**config.mk**
```make
export PLATFORM = sky130hd
export DESIGN_NAME = lbk_path_ctrl
export DESIGN_NICKNAME = d
export VERILOG_FILES = /design/src/rtl/lbk_pkg.sv /design/src/rtl/lbk_mode_sel.sv /design/src/rtl/lbk_loop_arb.sv /design/src/rtl/lbk_out_reg.sv /design/src/rtl/lbk_path_ctrl.sv
export SDC_FILE = /design/constraint.sdc
export NUM_CORES = 1
export LEC_CHECK = 0
export CAP_MARGIN = 40
export CORE_AREA = 5 5 42 44
export CTS_BUF_LIST = sky130_fd_sc_hd__clkbuf_8 sky130_fd_sc_hd__clkbuf_16
export DETAILED_ROUTE_END_ITERATION = 16
export DIE_AREA = 0 0 47 49
export DONT_BUFFER_PORTS = 1
export HOLD_SLACK_MARGIN = 0.08
export PLACE_DENSITY = 0.5
export SETUP_SLACK_MARGIN = 0.15
export SYNTH_ARGS = -nofsm -noshare
export SYNTH_HDL_FRONTEND = slang
export SYNTH_SLANG_ARGS = --single-unit
```
**constraint.sdc**
```tcl
create_clock -name clk -period 2 [get_ports clk]
set_input_delay 0.3 -clock clk [delete_from_list [all_inputs] [get_ports clk]]
set_output_delay 0.3 -clock clk [all_outputs]
set_load 0.05 [all_outputs]
```
**src/rtl/lbk_pkg.sv**
```systemverilog
package lbk_pkg;

    typedef enum logic [1:0] {
        MODE_NORMAL = 2'd0,
        MODE_STRAP  = 2'd1,
        MODE_FORCED = 2'd2
    } lb_mode_e;

    typedef struct packed {
        logic loop;
        logic col;
    } path_sel_t;

    function automatic lb_mode_e mode_request(input logic tp_sel,
                                              input logic force_lb,
                                              input logic ext_lb_n);
        if (tp_sel && force_lb)
            return MODE_FORCED;
        else if (!ext_lb_n)
            return MODE_STRAP;
        else
            return MODE_NORMAL;
    endfunction

endpackage

```
**src/rtl/lbk_mode_sel.sv**
```systemverilog
module lbk_mode_sel
    import lbk_pkg::*;
(
    input  logic     clk,
    input  logic     rst,
    input  logic     tx_en,
    input  logic     tp_sel,
    input  logic     force_lb,
    input  logic     ext_lb_n,
    output lb_mode_e mode_eff
);
    lb_mode_e mode_q;
    lb_mode_e mode_req;
    logic     tx_en_q;
    logic     take_new;

    always_comb begin
        mode_req = mode_request(tp_sel, force_lb, ext_lb_n);
        take_new = !tx_en || !tx_en_q;
        mode_eff = take_new ? mode_req : mode_q;
    end

    always_ff @(posedge clk) begin
        if (rst) begin
            mode_q  <= MODE_NORMAL;
            tx_en_q <= 1'b0;
        end else begin
            mode_q  <= mode_eff;
            tx_en_q <= tx_en;
        end
    end

    AST_MODE_HELD: assert property (@(posedge clk) disable iff (rst)
        (tx_en && $past(tx_en) && !$past(rst)) |-> (mode_eff == $past(mode_eff)))
        else $error("mode changed inside a frame");

endmodule

```
**src/rtl/lbk_loop_arb.sv**
```systemverilog
module lbk_loop_arb
    import lbk_pkg::*;
(
    input  logic      clk,
    input  logic      rst,
    input  lb_mode_e  mode,
    input  logic      tx_en,
    input  logic      col_in,
    input  logic      link_fail,
    input  logic      jabber,
    output path_sel_t sel
);
    logic col_block_q;
    logic normal_ok;

    always_comb begin
        normal_ok = tx_en && !col_in && !col_block_q && !link_fail && !jabber;
        unique case (mode)
            MODE_FORCED: begin
                sel.loop = 1'b1;
                sel.col  = col_in;
            end
            MODE_STRAP: begin
                sel.loop = 1'b0;
                sel.col  = 1'b0;
            end
            default: begin
                sel.loop = normal_ok;
                sel.col  = col_in;
            end
        endcase
    end

    always_ff @(posedge clk) begin
        if (rst)
            col_block_q <= 1'b0;
        else
            col_block_q <= tx_en && (col_block_q || col_in);
    end

    AST_STRAP_NO_LOOP: assert property (@(posedge clk) disable iff (rst)
        (mode == MODE_STRAP) |-> (!sel.loop && !sel.col))
        else $error("strap mode allowed loop or collision");

endmodule

```
**src/rtl/lbk_out_reg.sv**
```systemverilog
module lbk_out_reg
    import lbk_pkg::*;
#(
    parameter int DATA_W = 4
) (
    input  logic              clk,
    input  logic              rst,
    input  path_sel_t         sel,
    input  logic [DATA_W-1:0] tx_data,
    input  logic              tx_en,
    input  logic [DATA_W-1:0] rx_data,
    input  logic              rx_crs,
    output logic [DATA_W-1:0] rxd_out,
    output logic              rxdv_out,
    output logic              col_out,
    output logic              lb_active
);
    logic [DATA_W-1:0] rxd_nxt;
    logic              dv_nxt;

    always_comb begin
        rxd_nxt = sel.loop ? tx_data : rx_data;
        dv_nxt  = sel.loop ? tx_en   : rx_crs;
    end

    always_ff @(posedge clk) begin
        if (rst) begin
            rxd_out   <= '0;
            rxdv_out  <= 1'b0;
            col_out   <= 1'b0;
            lb_active <= 1'b0;
        end else begin
            rxd_out   <= rxd_nxt;
            rxdv_out  <= dv_nxt;
            col_out   <= sel.col;
            lb_active <= sel.loop;
        end
    end

    AST_LOOP_DATA: assert property (@(posedge clk) disable iff (rst)
        lb_active |-> (rxd_out == $past(tx_data) && rxdv_out == $past(tx_en)))
        else $error("loop data mismatch");

endmodule

```
**src/rtl/lbk_path_ctrl.sv**
```systemverilog
module lbk_path_ctrl
    import lbk_pkg::*;
#(
    parameter int DATA_W = 4
) (
    input  logic              clk,
    input  logic              rst,
    input  logic [DATA_W-1:0] tx_data,
    input  logic              tx_en,
    input  logic [DATA_W-1:0] rx_data,
    input  logic              rx_crs,
    input  logic              col_in,
    input  logic              link_fail,
    input  logic              jabber,
    input  logic              ext_lb_n,
    input  logic              tp_sel,
    input  logic              force_lb,
    output logic [DATA_W-1:0] rxd_out,
    output logic              rxdv_out,
    output logic              col_out,
    output logic              lb_active
);
    lb_mode_e  mode_eff;
    path_sel_t sel;

    lbk_mode_sel u_mode (
        .clk      (clk),
        .rst      (rst),
        .tx_en    (tx_en),
        .tp_sel   (tp_sel),
        .force_lb (force_lb),
        .ext_lb_n (ext_lb_n),
        .mode_eff (mode_eff)
    );

    lbk_loop_arb u_arb (
        .clk       (clk),
        .rst       (rst),
        .mode      (mode_eff),
        .tx_en     (tx_en),
        .col_in    (col_in),
        .link_fail (link_fail),
        .jabber    (jabber),
        .sel       (sel)
    );

    lbk_out_reg #(.DATA_W(DATA_W)) u_out (
        .clk       (clk),
        .rst       (rst),
        .sel       (sel),
        .tx_data   (tx_data),
        .tx_en     (tx_en),
        .rx_data   (rx_data),
        .rx_crs    (rx_crs),
        .rxd_out   (rxd_out),
        .rxdv_out  (rxdv_out),
        .col_out   (col_out),
        .lb_active (lb_active)
    );

    AST_RESET_STATE: assert property (@(posedge clk)
        rst |=> (!lb_active && !rxdv_out && !col_out && rxd_out == '0))
        else $error("reset state wrong");

    AST_FORCE_LOOP: assert property (@(posedge clk) disable iff (rst)
        (tp_sel && force_lb && !tx_en) |=> lb_active)
        else $error("forced loop not active");

    AST_FAULT_NO_LOOP: assert property (@(posedge clk) disable iff (rst)
        ((mode_eff == MODE_NORMAL) && (link_fail || jabber)) |=> !lb_active)
        else $error("loop despite link fail or jabber");

    AST_STRAP_COL_LOW: assert property (@(posedge clk) disable iff (rst)
        (!ext_lb_n && !(tp_sel && force_lb) && !tx_en) |=> !col_out)
        else $error("collision passed in strap mode");

endmodule

```
* Yosys cells after proc, flatten, opt, wreduce, memory -nomap -nowiden *
Cells that the tools add are included.

storage, ports and cells
  bits in registers = 11
  output and inout bits = 7
  bits of input ports = 18

cells by class
  eq/ne operators = 2
  muxes and demuxes = 6
  reductions and logical operators = 14

operator list
  kind                                                                    number
  1-bit logical AND                                                       6
  1-bit logical NOT                                                       6
  2-bit 2-to-1 mux                                                        2
  4-bit 2-to-1 mux                                                        1
  2-bit one-hot mux with 2 select lines                                   1
  2-bit by 1-bit equality test with 1-bit output (second input constant)  1
  2-bit equality test (second input constant)                             1
  1-bit logical OR                                                        2
  1-bit 2-to-1 mux                                                        2

* Logic depth before layout (Yosys ltp) *
Gate-level depths: netlist of run 1.

  word-level depth = 7
  depth in mapped cells = 7

* By module *
A second synthesis of run 1 with hierarchy kept.

second synthesis, totals
  cell total of the unflattened synthesis = 41
  area total of the unflattened synthesis = 435.4 um^2

modules (own cells, without submodules)
  module        area each (um^2)  instances  sequential area each (um^2)  cells an instance
  lbk_out_reg   232.7             1          140.1                        20
  lbk_mode_sel  122.6             1          60.1                         12
  lbk_loop_arb  80.1              1          20.0                         9

* Worst setup path after synthesis of run 1 *
Ideal clock, no wire load.

  kind = register -> register
  start point = register u_mode.tx_en_q
  end point = register u_out.rxd_out[0]
  data required time = 1.868 ns
  slack = 0.482 ns
  arrival time = 1.386 ns
  stages on the path, launching flop included = 7
  path through = dfxtp_1 -> nand2_1 -> mux2i_1 -> ha_1 -> nand2b_1 -> o2111ai_1 -> o311ai_1

on the way
  word-level cells in the longest chain between the ends = 6
  elaborated cells between the ends (all ways) = 7
  classes of those cells = eq/ne (2); mux (3); reduce/logical (2)

RTL lines
  what                                                                                          line                text
  start, declared                                                                               lbk_mode_sel.sv:14  logic tx_en_q;
  start signal, assigned                                                                        lbk_mode_sel.sv:29  tx_en_q <= tx_en;
  1-bit logical NOT (*)                                                                         lbk_mode_sel.sv:19  take_new = !tx_en || !tx_en_q;
  1-bit logical OR (*)                                                                          lbk_mode_sel.sv:19
  2-bit 2-to-1 mux (*)                                                                          lbk_mode_sel.sv:20  mode_eff = take_new ? mode_req : mode_q;
  2-bit by 1-bit equality test with 1-bit output / 2-bit equality test (equally long branches)  lbk_loop_arb.sv:18  unique case (mode)
  2-bit one-hot mux with 2 select lines (*)                                                     lbk_loop_arb.sv:18
  4-bit 2-to-1 mux (*)                                                                          lbk_out_reg.sv:22   rxd_nxt = sel.loop ? tx_data : rx_data;
  end signal, assigned                                                                          lbk_out_reg.sv:33   rxd_out <= rxd_nxt;
  end, declared                                                                                 lbk_out_reg.sv:13   output logic [DATA_W-1:0] rxd_out,

Every way passes the cells marked *; elsewhere a longest branch is shown, timed or not.
A chain may end at the register's enable or synchronous reset.

* Final worst setup path of run 1 *
Same ends and word-level chain as after synthesis.

==> metrics.csv, run 1 <==
stage,metric,value,unit
synth,register area share after synthesis,41.5,%
run_status,status,completed,
detailed_routing,Post-DRT Antenna Nets,0,
place,pre-CTS WS,0.281,ns
place,routability cong.,0.754,
setup_path,Worst setup EP type,register,
final_layout,area delta synth->final,12.0,%
detailed_routing,drt pass-1 iters,4,
power,Flop pwr share,50.5,%
setup_path,worst setup path category,reg2reg,
setup_path,Critical Path RT,2.11,ns
clocking,clk sink count,11,
final_layout,"commonest non-fill, non-tap cells in the layout","11 x dfxtp_1, 5 x inv_1, 4 x o2111ai_1, 4 x nand4_1, 4 x o311ai_1",
timing,post-route minimum period,1.70,ns
power,Net Switching,0.153,mW
floorplan,I/O Pins,25,
timing,Clock Skews,0.00649,ns
clocking,setup bufs post-CTS,0,
floorplan,die width,47,um
floorplan,Initial Util,37.9,%
global_route,grt total ovfl,0,
detailed_routing,initial drt markers,18,
place,I/O Buffers,0,
floorplan,num rows,14,
timing,Fmax,588,MHz
power,Leak,0.238,nW
synth,synthesized flop and latch total,11,
clocking,clk root buf,clkbuf_8,
global_route,Total GRT Usage,12.4,%
clocking,CTS Buffer Depth,2,
synth,Post-Syn Area,531,sq um
min_path,Hold/Removal Path Class,in2reg,
clocking,Clock transition at path regs,0.05,ns
final_layout,Finished Layout Cells,72,
place,dpl cells,68,
timing,RSZ-0062 raised after global routing,false,
power,internal power,0.394,mW
synth,Ys Warns,0,
power,Switching Share,28.0,%
timing,setup TNS,0,ns
clocking,Inserted Clock Buffers,3,
floorplan,full die area,2300,sq um
global_route,initial antenna violation count,0,
floorplan,Die Y,49,um
final_layout,# nets final,77,
min_path,worst hold path depth,1,
clocking,TritonCTS clock tree,yes,
timing,final hold vios,0,
synth,library cells used by synthesis,23,
clocking,H-Tree Depth,1,
setup_path,Startpoint Class,register,
timing,Final setup viols,0,
detailed_routing,vias per cell,6.26,
power,power share of the clock group,39.9,%
final_layout,Antenna diodes,0,
detailed_routing,drc violations,0,
setup_path,r2r worst-path depth,6,
floorplan,core area,1400,sq um
setup_path,worst-path fanout max,8,
setup_path,WP data arrival,1.81,ns
power,VDD IR max,0.304,mV
timing,final worst-path cycle share,85.0,%
final_layout,"most common cell after layout, fill and taps aside",dfxtp_1,
detailed_routing,Routed WL,1.30,mm
global_route,first-pass GRT wire length,2.06,mm
power,Logic pwr share,9.6,%
final_layout,share of post-route cells with drive strength above 1,17.9,%
job,Max Cap Violations,0,
synth,Synth Area per Inst,10.0,sq um
synth,Mapped Cells,53,
detailed_routing,WL per Instance,18.1,um
detailed_routing,via count,451,
clocking,Clock Latency Late Sink,0.24,ns
power,Power Density,921,nW/um^2
global_route,largest net degree at the start of global routing,11,
timing,max_slew headroom,67.0,%
timing,Tightest Pin Transition,0.494,ns
timing,"Slew Viols, Final",0,
synth,syn nets,73,
global_route,vias in the first global route,448,
clocking,hold_buf cts,0,
timing,min setup slack post-route,0.300,ns
synth_stat cells:
master | number | area [sq um]
mux2i_1 | 1 | 10.0
ha_1 | 2 | 25.0
and2_1 | 1 | 6.26
nand3_1 | 2 | 10.0
inv_2 | 1 | 3.75
and4bb_4 | 1 | 16.3
nand4_1 | 4 | 25.0
nor2_1 | 2 | 7.51
nor2b_1 | 1 | 6.26
nand2_1 | 3 | 11.3
buf_2 | 1 | 5.00
nand4bb_1 | 1 | 11.3
a21oi_2 | 1 | 8.76
nor2_8 | 1 | 20.0
a211oi_2 | 1 | 12.5
nand2b_1 | 2 | 12.5
dfxtp_1 | 11 | 220
inv_1 | 4 | 15.0
o2111ai_1 | 4 | 35.0
or2_4 | 1 | 8.76
a21oi_1 | 3 | 15.0
o211a_1 | 1 | 10.0
o311ai_1 | 4 | 35.0
critical path, stage by stage (launching register included):
cell	delay, ns
dfxtp_1	0.30
nand2_1	0.11
mux2i_2	0.30
ha_1	0.32
nand2b_1	0.27
o2111ai_1	0.14
o311ai_1	0.13
power groups by stage:
stage                     clock network (mW)  logic (mW)  registers, mW
after floorplan                            0      0.0459          0.280
after global placement                     0      0.0492          0.281
after detailed placement                   0      0.0512          0.281
after CTS                              0.220      0.0516          0.277
after global routing                   0.231      0.0590          0.278
final                                  0.218      0.0526          0.277
cell families (layout without fill, tap and decap cells):
| logic type | count (synthesis) | after routing | share of synthesized area [%] |
|---|---|---|---|
| simple gates | 19 | 19 | 25.5 |
| fa+ha+maj | 2 | 2 | 4.72 |
| flops | 11 | 11 | 41.5 |
| compound gates | 14 | 14 | 21.9 |
| mux | 1 | 1 | 1.89 |
| buf+inv | 6 | 9 | 4.48 |
layer usage:
layer	global-route usage, %	part of all wire [%]
met5	0	0
met4	7.37	2.9
met3	6.64	13
met2	18.8	49
met1	13.1	35
layout make-up:
| type | instances | area, sq um |
|---|---|---|
| Inverter | 5 | 18.8 |
| Tap cell | 16 | 20.0 |
| Clock buffer | 3 | 41.3 |
| Clock inverter | 1 | 3.75 |
| Fill cell | 149 | 807 |
| Sequential cell | 11 | 220 |
| Multi-Input combinational cell | 36 | 290 |
path summary, 6_finish.rpt:
check	startpoint	end	slack, ns
worst max-delay path	u_mode.tx_en_q$_SDFF_PP0_	u_out.rxd_out[0]$_SDFF_PP0_	0.30
worst min-delay path	rst	u_out.rxdv_out$_SDFF_PP0_	0.13
worst max register to register	u_mode.tx_en_q$_SDFF_PP0_	u_out.rxd_out[0]$_SDFF_PP0_	0.30
worst min register to register	u_mode.mode_q[1]$_SDFF_PP0_	u_mode.mode_q[1]$_SDFF_PP0_	0.49
sequential cells by signal, summed over array words and instances, names as in the netlist:
| name | count |
|---|---|
| u_arb.col_block_q | 1 |
| u_mode.mode_q | 2 |
| u_mode.tx_en_q | 1 |
| u_out.col_out | 1 |
| u_out.lb_active | 1 |
| u_out.rxd_out | 4 |
| u_out.rxdv_out | 1 |
what timing repair did:
action                                  in CTS  in global routing
endpoints found under the setup margin       0                  4
endpoints found under the hold margin        0                  0
gates resized for setup                      0                  1
metrics by stage:
| step | hold slack [ns] | util (%) | power (mW) | area [sq um] |
|---|---|---|---|---|
| 2_1_floorplan | 0.448 | - | 0.325 | 531 |
| 6_report | 0.126 | 42.4 | 0.548 | 594 |
| 3_5_place_dp | 0.370 | 38.9 | 0.333 | 546 |
| 3_3_place_gp | 0.368 | 38.9 | 0.330 | 546 |
| 4_1_cts | 0.122 | 42.1 | 0.549 | 591 |
| 5_1_grt | 0.120 | 42.4 | 0.568 | 594 |
No activity file was read; power rests on OpenSTA's default activity.
==> run 2, diff against run 1 <==
==> constraint.sdc (replaced) <==
create_clock -name clk -period 1.7 [get_ports clk]
set_input_delay 0.255 -clock clk [delete_from_list [all_inputs] [get_ports clk]]
set_output_delay 0.255 -clock clk [all_outputs]
set_load 0.05 [all_outputs]
==> run 2 against run 1 <==
Against the previous run: die area did not move; largest cell class unchanged; non-clock buffer count increased by 2; critical path type unchanged; global-route usage increased by 0.64 points; clock skew down 0.0043 ns; routed wire length grew 0.15%; largest power group unchanged; via count is 3.8% lower; clock power is 15% higher; flip-flop and latch count did not move.
==> metrics.csv, run 2 (same netlist as run 1, synthesis figures left out) <==
stage,metric,value,unit,change
run_status,status,completed,,
global_route,first-pass GRT wire length,2.16,mm,+5.0%
global_route,grt total ovfl,0,,unchanged
final_layout,"most common cell after layout, fill and taps aside",dfxtp_1,,
global_route,largest net degree at the start of global routing,10,,-1
global_route,Top Usage Layer GRT,met2,,
final_layout,layout filler cell count,141,,-5.4%
detailed_routing,vias per cell,5.86,,-6.4%
final_layout,area of the multi-input gates,384,sq um,+32%
final_layout,final core occ,50.4,%,+8.0 points
setup_path,WP data arrival,1.64,ns,-0.17 ns
power,Leak,0.274,nW,+15%
timing,"Slew Viols, Final",0,,unchanged
timing,final hold vios,0,,unchanged
final_layout,Antenna diodes,0,,unchanged
final_layout,Reg area,221,sq um,+0.57%
clocking,H-Tree Depth,1,,unchanged
floorplan,full die area,2300,sq um,unchanged
floorplan,core area,1400,sq um,unchanged
global_route,Total GRT Usage,13.1,%,+0.64 points
final_layout,share of post-route cells with drive strength above 1,39.7,%,+22 points
timing,max_slew headroom,67.7,%,+0.71 points
timing,RSZ-0062 raised after global routing,true,,
setup_path,RR Startpoint,u_mode.tx_en_q$_SDFF_PP0_,,
detailed_routing,via count,434,,-3.8%
setup_path,reg2reg setup slack,0.16,ns,-0.14 ns
place,dpl hpwl,986,um,
detailed_routing,drc violations,0,,unchanged
clocking,TritonCTS clock tree,yes,,
setup_path,Worst setup EP type,register,,
setup_path,worst-path fanout max,5,,-3
final_layout,"commonest non-fill, non-tap cells in the layout","10 x dfxtp_1, 5 x inv_1, 4 x nand4_1",,
global_route,M2 GR Usage,21.3,%,+2.5 points
floorplan,Initial Util,37.9,%,unchanged
clocking,Inserted Clock Buffers,3,,unchanged
detailed_routing,Post-DRT Antenna Nets,0,,unchanged
clocking,CTS Buffer Depth,2,,unchanged
final_layout,area delta synth->final,33.3,%,
power,VDD IR max,0.694,mV,+130%
power,Power Density,949,nW/um^2,+3.0%
setup_path,Worst R2R End,u_out.rxd_out[2]$_SDFF_PP0_,,
min_path,Hold/Removal Path Class,in2reg,,
global_route,M1 GR Usage,13.3,%,+0.25 points
final_layout,biggest regs,"u_out.rxd_out (4), u_mode.mode_q (2)",,
timing,Fmax,650,MHz,+11%
power,Pwr Total,0.671,mW,+23%
final_layout,# nets final,79,,+2.6%
detailed_routing,Routed WL,1.31,mm,+0.15%
timing,post-route minimum period,1.54,ns,-0.162 ns
global_route,initial antenna violation count,0,,unchanged
clocking,Clock transition at path regs,0.05,ns,about the same
global_route,GR Layer Usage met3,9.23,%,+2.6 points
setup_path,r2r worst-path depth,6,,unchanged
timing,Final setup viols,0,,unchanged
setup_path,Critical Path Sink,u_out.rxd_out[2]$_SDFF_PP0_,,
setup_path,Startpoint Class,register,,
final_layout,number of flip-flops in the largest register,4,,unchanged
floorplan,I/O Pins,25,,unchanged
detailed_routing,initial drt markers,9,,-9
timing,Tightest Pin Transition,0.483,ns,-0.0107 ns
setup_path,Worst Setup SP,u_mode.tx_en_q$_SDFF_PP0_,,
place,I/O Buffers,0,,unchanged
clocking,clk sink count,11,,unchanged
floorplan,Die Y,49,um,unchanged
floorplan,num rows,14,,unchanged
timing,setup TNS,0,ns,unchanged
clocking,clk root buf,clkbuf_8,,
setup_path,Critical Path RT,1.80,ns,-0.31 ns
final_layout,"Most flops, register",u_out.rxd_out,,
place,routability cong.,0.775,,+2.8%
detailed_routing,drt pass-1 iters,4,,unchanged
timing,final worst-path cycle share,90.4,%,+5.5 points
floorplan,die width,47,um,unchanged
timing,Clock Skews,0.00222,ns,-0.00427 ns
detailed_routing,WL per Instance,17.6,um,-2.6%
clocking,Clock Latency Late Sink,0.24,ns,about the same
setup_path,worst setup path category,reg2reg,,
global_route,vias in the first global route,469,,+4.7%
job,Max Cap Violations,0,,unchanged
[run 2: cell types whose count changed in the layout (fill, tap and decap cells not counted), moves of 2 or more]
cell and change:
nand2_1 -2, o2111ai_1 -3, o2111ai_2 +3, o311ai_2 +2, o311ai_1 -2
[run 2: layout make-up]
cell class | instances | area share (%)
multi-input cells | 36 | 54.3
flip-flops and latches | 11 | 31.3
clock buffers | 3 | 5.84
well taps | 16 | 2.83
inverters | 5 | 2.65
repair buffers | 2 | 2.48
clock inverters | 1 | 0.531
[run 2: power breakdown]
group	total, mW	switching [mW]	internal, mW
sequential	0.327	0.0509	0.276
clock	0.250	0.0919	0.158
combinational	0.0941	0.0440	0.0502
total	0.671	0.187	0.484
[run 2: stage by stage]
step / std cells / worst slack, ns / cell area (sq um) / hold WS (ns)
2_1_floorplan: 53 / 0.182 / 531 / 0.403
3_3_place_gp: 68 / 0.0626 / 546 / 0.323
3_5_place_dp: 68 / -0.0610 / 546 / 0.323
4_1_cts: 74 / 0.131 / 701 / 0.0878
5_1_grt: 74 / 0.0954 / 707 / 0.0919
6_report: 74 / 0.162 / 707 / 0.0927
[run 2: metal layers]
layer	wire length [um]	part of all wire [%]
met1	478	37
met5	0	0
met2	634	49
met4	10	0.77
met3	182	14
[run 2: timing repair]
| item | CTS | global route |
|---|---|---|
| setup buffers | 1 | 0 |
| gates cloned | 0 | 0 |
| resized for setup | 15 | 1 |
| hold buffers | 1 | 0 |
| pin swaps | 7 | 7 |
| endpoints found under the setup margin | 6 | 5 |
| hold endpoints to repair | 3 | 0 |
[run 2: worst max-delay path, stage by stage (launching register included)]
cell       delay, ns
dfxtp_2         0.34
nand2_4         0.07
mux2i_4         0.20
ha_4            0.31
nand4bb_4       0.15
o2111ai_2       0.21
o311ai_2        0.13
[run 2: worst min-delay path by stage]
stage | from | endpoint | slack, ns | depth (start not counted)
finish | rst | u_mode.tx_en_q$_SDFF_PP0_ | 0.09 | 1
global route | rst | u_mode.tx_en_q$_SDFF_PP0_ | 0.09 | 1
CTS | rst | u_mode.tx_en_q$_SDFF_PP0_ | 0.09 | 1
detailed placement | rst | u_out.rxdv_out$_SDFF_PP0_ | 0.32 | 1
global placement | rst | u_out.rxdv_out$_SDFF_PP0_ | 0.32 | 1
floorplan | col_in | u_out.col_out$_SDFF_PP0_ | 0.40 | 1
